File: src/rtl/peak_cap_pkg.sv
package peak_cap_pkg;
  localparam int NUM_CH = 2;

  typedef struct packed {
    logic [NUM_CH-1:0] clrPeak;
    logic [NUM_CH-1:0] wrThr;
    logic              wrStatus;
  } ctrlStrb_t;
endpackage

File: src/rtl/peak_cap_ctrl.sv
module peak_cap_ctrl
  import peak_cap_pkg::*;
#(
  parameter int ADDR_W = 3
) (
  input  logic [ADDR_W-1:0] regAddr,
  input  logic              regRead,
  input  logic              regWrite,
  output ctrlStrb_t         strb
);
  localparam int STATUS_ADR = 3 * NUM_CH;

  for (genvar ch = 0; ch < NUM_CH; ch++) begin : g_ch
    localparam int CLR_ADR = 2 * ch + 1;
    localparam int THR_ADR = 2 * NUM_CH + ch;
    assign strb.clrPeak[ch] = regRead  && (regAddr == ADDR_W'(CLR_ADR));
    assign strb.wrThr[ch]   = regWrite && (regAddr == ADDR_W'(THR_ADR));
  end

  assign strb.wrStatus = regWrite && (regAddr == ADDR_W'(STATUS_ADR));
endmodule

File: src/rtl/peak_cap_datapath.sv
module peak_cap_datapath
  import peak_cap_pkg::*;
#(
  parameter int SAMPLE_W = 24,
  parameter int THR_W    = 8
) (
  input  logic                              clk,
  input  logic                              rstN,
  input  ctrlStrb_t                         strb,
  input  logic                              sampleValid,
  input  logic [NUM_CH-1:0][SAMPLE_W-1:0]   samples,
  input  logic [THR_W-1:0]                  wdata,
  output logic [NUM_CH-1:0][SAMPLE_W-1:0]   peakQ,
  output logic [NUM_CH-1:0][THR_W-1:0]      thrQ,
  output logic [NUM_CH-1:0]                 flagQ
);
  localparam logic [SAMPLE_W-1:0] MAG_MAX = {1'b0, {(SAMPLE_W-1){1'b1}}};

  function automatic logic [SAMPLE_W-1:0] magOf(input logic [SAMPLE_W-1:0] s);
    if (!s[SAMPLE_W-1])            return s;
    else if (s[SAMPLE_W-2:0] == '0) return MAG_MAX;
    else                           return -s;
  endfunction

  for (genvar ch = 0; ch < NUM_CH; ch++) begin : g_ch
    logic [SAMPLE_W-1:0] mag;
    logic                bigger;
    logic                hit;
    logic                clrFlag;

    assign mag     = magOf(samples[ch]);
    assign bigger  = sampleValid && (mag > peakQ[ch]);
    assign hit     = sampleValid && (mag[SAMPLE_W-1 -: THR_W] > thrQ[ch]);
    assign clrFlag = strb.wrStatus && wdata[ch];

    always_ff @(posedge clk) begin
      if (!rstN) begin
        peakQ[ch] <= '0;
      end else if (strb.clrPeak[ch]) begin
        peakQ[ch] <= sampleValid ? mag : '0;
      end else if (bigger) begin
        peakQ[ch] <= mag;
      end
    end

    always_ff @(posedge clk) begin
      if (!rstN)               thrQ[ch] <= '1;
      else if (strb.wrThr[ch]) thrQ[ch] <= wdata;
    end

    always_ff @(posedge clk) begin
      if (!rstN) flagQ[ch] <= 1'b0;
      else       flagQ[ch] <= hit | (flagQ[ch] & ~clrFlag);
    end
  end
endmodule

File: src/rtl/peak_capture.sv
module peak_capture
  import peak_cap_pkg::*;
#(
  parameter int SAMPLE_W = 24,
  parameter int THR_W    = 8,
  parameter int ADDR_W   = 3
) (
  input  logic                clk,
  input  logic                rstN,
  input  logic                sampleValid,
  input  logic [SAMPLE_W-1:0] curSample,
  input  logic [SAMPLE_W-1:0] voltSample,
  input  logic [ADDR_W-1:0]   regAddr,
  input  logic                regRead,
  input  logic                regWrite,
  input  logic [THR_W-1:0]    regWdata,
  output logic [SAMPLE_W-1:0] regRdata,
  output logic                curPeakFlag,
  output logic                voltPeakFlag
);
  localparam int STATUS_ADR = 3 * NUM_CH;

  ctrlStrb_t                          strb;
  logic [NUM_CH-1:0][SAMPLE_W-1:0]    samples;
  logic [NUM_CH-1:0][SAMPLE_W-1:0]    peakQ;
  logic [NUM_CH-1:0][THR_W-1:0]       thrQ;
  logic [NUM_CH-1:0]                  flagQ;

  assign samples[0] = curSample;
  assign samples[1] = voltSample;

  peak_cap_ctrl #(.ADDR_W(ADDR_W)) u_ctrl (
    .regAddr (regAddr),
    .regRead (regRead),
    .regWrite(regWrite),
    .strb    (strb)
  );

  peak_cap_datapath #(.SAMPLE_W(SAMPLE_W), .THR_W(THR_W)) u_dp (
    .clk        (clk),
    .rstN       (rstN),
    .strb       (strb),
    .sampleValid(sampleValid),
    .samples    (samples),
    .wdata      (regWdata),
    .peakQ      (peakQ),
    .thrQ       (thrQ),
    .flagQ      (flagQ)
  );

  always_comb begin
    regRdata = '0;
    for (int ch = 0; ch < NUM_CH; ch++) begin
      if (regAddr == ADDR_W'(2 * ch) || regAddr == ADDR_W'(2 * ch + 1))
        regRdata = peakQ[ch];
      if (regAddr == ADDR_W'(2 * NUM_CH + ch))
        regRdata = SAMPLE_W'(thrQ[ch]);
    end
    if (regAddr == ADDR_W'(STATUS_ADR))
      regRdata = SAMPLE_W'(flagQ);
  end

  assign curPeakFlag  = flagQ[0];
  assign voltPeakFlag = flagQ[1];
endmodule

File: config.mk
export PLATFORM = sky130hd
export DESIGN_NAME = peak_capture
export DESIGN_NICKNAME = d
export VERILOG_FILES = /design/src/rtl/peak_cap_pkg.sv /design/src/rtl/peak_cap_ctrl.sv /design/src/rtl/peak_cap_datapath.sv /design/src/rtl/peak_capture.sv
export SDC_FILE = /design/constraint.sdc
export NUM_CORES = 1
export LEC_CHECK = 0
export ABC_CLOCK_PERIOD_IN_PS = 12700
export CORE_AREA = 5 5 129 131
export DETAILED_ROUTE_END_ITERATION = 10
export DIE_AREA = 0 0 134 136
export PLACE_DENSITY = 0.73
export SLEW_MARGIN = 20
export SYNTH_ARGS = -nofsm -noshare
export SYNTH_HDL_FRONTEND = slang
export SYNTH_SLANG_ARGS = --single-unit
File: constraint.sdc
create_clock -name clk -period 12.7 [get_ports clk]
set_clock_uncertainty 0.1 [all_clocks]
set_input_delay 2.54 -clock clk [delete_from_list [all_inputs] [get_ports clk]]
set_output_delay 2.54 -clock clk [all_outputs]
set_load 0.02 [all_outputs]
== Yosys cells after proc, flatten, opt, wreduce, memory -nomap -nowiden ==
Index checks and enable logic that the tools add are counted.

* Register bits after elaboration: 66
* Bits in latches: 0
* Memory bits (writable): 0
* Memory bits (read-only): 0
* Input port bits: 64
* Output and inout bits: 26
* Word-level logic and storage cells: 57
* Memories kept: 0

* $add $sub $neg: 2
* Multiply operators: 0
* Div/mod/pow operators: 0
* $lt $le $gt $ge: 4
* Equality and inequality tests: 6
* Shifts and indexed selects: 0
* Muxes and demuxes: 15
* Bitwise gates (word level): 6
* Reductions and logical operators: 18

{| class="wikitable"
|+ Operators by type and width
! cell !! count
|-
| 2-to-1 mux 24 bit || 15
|-
| > comparator 24 bit || 2
|-
| negator 24 bit || 2
|-
| logical NOT 23 bit || 2
|-
| > comparator 8 bit || 2
|-
| logical AND 1 bit || 11
|-
| equality test 3 bit (second input constant) || 3
|-
| equality test 3 x 2 -> 1 bit (second input constant) || 2
|-
| nonzero test 2 bit || 2
|-
| equality test 3 x 1 -> 1 bit (second input constant) || 1
|-
| logical NOT 3 bit || 1
|-
| bitwise AND 1 bit || 2
|-
| logical OR 1 bit || 2
|-
| inverter 1 bit || 2
|-
| bitwise OR 1 bit || 2
|}

== Longest topological paths before layout ==
* Word-level depth: 7
* Depth in mapped cells: 16

== By module ==
A second synthesis with hierarchy kept.

* Cells, all modules: 781
* Area, all modules: 5,924.4 sq um

{| class="wikitable"
|+ By module, submodules not included
! module !! instances !! cells each !! area an instance (sq um) !! sequential area each (sq um)
|-
| peak_cap_datapath || 1 || 698 || 5,311.3 || 1,321.3
|-
| peak_capture || 1 || 78 || 554.3 || 0.0
|-
| peak_cap_ctrl || 1 || 5 || 58.8 || 0.0
|}

== Worst setup path after synthesis ==
No wires, ideal clock.

* Path type: in2out
* Start: input regAddr[1]
* End: output regRdata[13]
* Arrival time: 4.045 ns
* Required time: 10.060 ns
* Slack: 6.015 ns
* Stages on the path: 5
* Path buffers: 3
* Cell sequence: clkbuf_1 buf_1 buf_1 mux2i_1 nor2_1

* Word-level cells in the longest chain between the ends: 7
* Elaborated cells on any way between the ends: 14
* Classes of those cells: eq/ne: 6; mux: 5; reduce/logical: 3

{| class="wikitable"
|+ RTL lines
! item !! line !! RTL
|-
| start, declared || peak_capture.sv:13 || <nowiki>input logic [ADDR_W-1:0] regAddr,</nowiki>
|-
| equality test 3 x 1 -> 1 bit / logical NOT 3 bit (equally long branches) || peak_capture.sv:54 || <nowiki>if (regAddr == ADDR_W'(2 * ch) || regAddr == ADDR_W'(2 * ch + 1))</nowiki>
|-
| logical OR 1 bit || peak_capture.sv:54 ||
|-
| 2-to-1 mux 24 bit || peak_capture.sv:54 ||
|-
| 2-to-1 mux 24 bit || peak_capture.sv:56 || <nowiki>if (regAddr == ADDR_W'(2 * NUM_CH + ch))</nowiki>
|-
| 2-to-1 mux 24 bit || peak_capture.sv:54 ||
|-
| 2-to-1 mux 24 bit || peak_capture.sv:56 ||
|-
| 2-to-1 mux 24 bit (*) || peak_capture.sv:59 || <nowiki>if (regAddr == ADDR_W'(STATUS_ADR))</nowiki>
|-
| end, declared || peak_capture.sv:17 || <nowiki>output logic [SAMPLE_W-1:0] regRdata,</nowiki>
|}

Mark *: on every way between the ends. The rest lies on a longest branch, timed or not.

== Worst setup path after layout ==
* Start: input regAddr[1]
* End: output regRdata[0]

The elaborated chain is that of the path after synthesis.

==> run_results.csv <==
group,metric,value,unit
worst_setup_path,crit_family,"buffers and inverters",
cells_and_area,antennaDiodeCount,0,
cells_and_area,fin_area,0.00731,mm²
synthesis,syn-num-nets,928,
global_routing,antenna_found_initial,0,
synthesis,yosysMostFrequentCell,"nand2_1",
placement,hpwl,13500,µm
cells_and_area,area_growth,20.8,%
routing,drt-pass1-iter-count,5,
sta,fin_crit_sh,60.1,%
min_path,min_from,"u_dp.peakQ[43]",
global_routing,grt_pass1_vias,5472,
clock_network,hold_buffers,0,
worst_setup_path,cp_slowest_cell,"clkdlybuf4s50_1",
sta,slew_viol_final,0,
clock_network,cts_inserted_buffers,9,
synthesis,synth_cells,798,
sta,final.min_clock_period,7.63,ns
sta,tns,0,ns
clock_network,cts_tree,"built",
worst_setup_path,reg2reg_to,"u_dp.peakQ[47]",
routing,dr.first_iter.drc_count,461,
synthesis,ys_types,67,
power_and_ir_drop,peakVddDrop,0.0000692,V
floorplan,die_area,0.0182,mm²
synthesis,yosysSeqAreaShare,21.8,%
cells_and_area,finish.utilization,47.2,%
floorplan,die_height,136,µm
floorplan,core,0.0155,mm²
placement,numPortBuffers,89,
min_path,hp-class,"register to register",
sta,setup_violations,0,
run,drv_cap,0,
clock_network,clock_latency,0.33,ns
worst_setup_path,arrival,4.99,ns
worst_setup_path,reg2reg_depth,8,
sta,rsz0062_at_grt,"false",
synthesis,yosys-top-cells-count,"nand2_1, inv_1, dfxtp_1, ha_1, mux2i_1",
global_routing,grt_max_degree,52,
sta,tightest_slew,0.975,ns
min_path,hold_path_depth,2,
sta,fmax,131,MHz
synthesis,synth_edf_count,0,
floorplan,row_count,46,
power_and_ir_drop,p_per_area,99.9,mW/mm²
floorplan,initial_core_util,39.1,%
clock_network,cts_resized,0,
worst_setup_path,ff2ff_setup_slack,9.75,ns
routing,ant_nets,0,
placement,gp_congestion,0.880,
routing,drc_errors,0,
clock_network,clock_sinks,66,
worst_setup_path,cp_max_fo,23,
cells_and_area,nNetsFinal,992,
synthesis,async_flop_share,0,%
clock_network,post_cts_buffers,0,
worst_setup_path,critPathBufInv,3,
placement,place_area,0.00706,mm²
synthesis,synth_seq_cells,66,
worst_setup_path,worstPathCellList,"clkdlybuf4s50_1 > buf_4 > nor2b_1 > a21oi_1 > nor2_1 > a311oi_1 > o22ai_1 > clkdlybuf4s50_1",
synthesis,yosys.area.top_type,"dfxtp_1",
power_and_ir_drop,power.leakage,0.00314,µW
sta,relSlewSlack,34.8,%
worst_setup_path,start_kind,"primary input",
clock_network,root_buffer,"clkbuf_16",
clock_network,clk_pin_slew,0.05,ns
synthesis,syn_avg_cell_area,7.58,µm²
floorplan,die_w,134,µm
synthesis,ys_warn_count,0,
worst_setup_path,crit_top_cell,"clkdlybuf4s50_1",
worst_setup_path,rr_startpoint,"u_dp.peakQ[47]",
clock_network,clock_tree.buffer_depth,2,
routing,wl_per_cell,16.5,µm
cells_and_area,drive_gt1_share,4.06,%
synthesis,syn-cell-area,0.00605,mm²
worst_setup_path,slowest_delay,0.64,ns
synthesis,synth_ff_type,"dfxtp_1",
floorplan,ios,90,
global_routing,grt.total_usage,18.9,%
global_routing,grt_first_pass_wirelength,27800,µm
worst_setup_path,endpoint_kind,"primary output",
worst_setup_path,critPathRequiredTime,10.06,ns
min_path,holdPathEnd,"u_dp.peakQ[43]",
routing,viasPerCell,5.55,
worst_setup_path,crit_type,"primary input to primary output",
sta,hold_viol,0,
status,status,"completed",
global_routing,grt_overflow_total,0,
routing,routed_wl,17400,µm
routing,vias,5858,
synthesis,synth_top_area_share,21.8,%
clock_network,cts_max_level,3,
synthesis,ys_top_cells_by_area,"dfxtp_1, ha_1, mux2i_1",
cells by family (layout without fill, tap and decap cells):
logic type	count (synthesis)	after routing	synth area share, %
and+or+nand+nor	272	272	21.6
AOI/OAI and AO/OA	188	188	21.4
buffers and inverters	121	186	7.71
adders and majority gates	66	66	13.6
DFF	66	66	21.8
muxes	62	62	10.5
xor gates and xnor gates	23	23	3.33
worst reg2reg max path, stage by stage, from the launching register on:
cell and delay (ns):
dfxtp_1 0.40, inv_1 0.07, ha_1 0.32, nand4_1 0.18, nand4bb_1 0.30, a311o_1 0.36, o2111ai_1 0.33, nand2_1 0.41
o41ai_1 0.38
routing by layer:
layer,global-route usage (%),wire [µm],vias up
li1,-,-,2985
met1,25.5,8180,2694
met2,30.6,7960,158
met3,3.59,968,21
met4,5.83,270,0
met5,0,0,-
flip-flops by register name (all words and copies together) (netlist names):
name	count
u_dp.flagQ	2
u_dp.peakQ	48
u_dp.thrQ	16
worst max path at each step:
stage | slack [ns] | startpoint | to | cells after the start
floorplan | 6.02 | regAddr[1] | regRdata[13] | 5
global placement | 5.09 | regAddr[1] | regRdata[0] | 8
detailed placement | 5.10 | regAddr[0] | regRdata[0] | 8
CTS | 5.09 | regAddr[1] | regRdata[0] | 8
global route | 4.86 | regAddr[1] | regRdata[0] | 8
finish | 5.07 | regAddr[1] | regRdata[0] | 8
layout by cell type (no fill, tap or decap), types with 10 or more instances in the layout:
cell type,n
ha_1,66
o211ai_1,21
o41ai_1,12
nand2_1,131
clkdlybuf4s50_1,89
inv_1,77
nor2b_1,10
a21oi_1,49
xor2_1,21
mux2i_1,61
dfxtp_1,66
o21ai_0,25
nand4_1,18
nor2_1,49
cell type report:
cell class / instances / area (µm²)
Inverter: 78 / 293
Timing Repair Buffer: 96 / 943
Fill cell: 1529 / 8170
Clock inverter: 1 / 5.00
Clock buffer: 11 / 243
Sequential cell: 66 / 1320
Tap cell: 192 / 240
Multi-Input combinational cell: 611 / 4270
report_power, final:
group          total [µW]  internal (µW)  switching (µW)
clock                 220            133            87.3
sequential            249            231            18.1
combinational         262            116             146
total                 731            479             251
metrics by stage:
step                      power (µW)  hold WS [ns]  instances  setup WS, ns
after floorplan                  419         0.341        798          6.02
after global placement           506         0.354       1043          5.09
after detailed placement         511         0.358       1043          5.10
after CTS                        731         0.368       1055          5.09
after global routing             775         0.395       1055          4.86
final                            731         0.373       1055          5.07
Power figures use the tool's default switching activity.
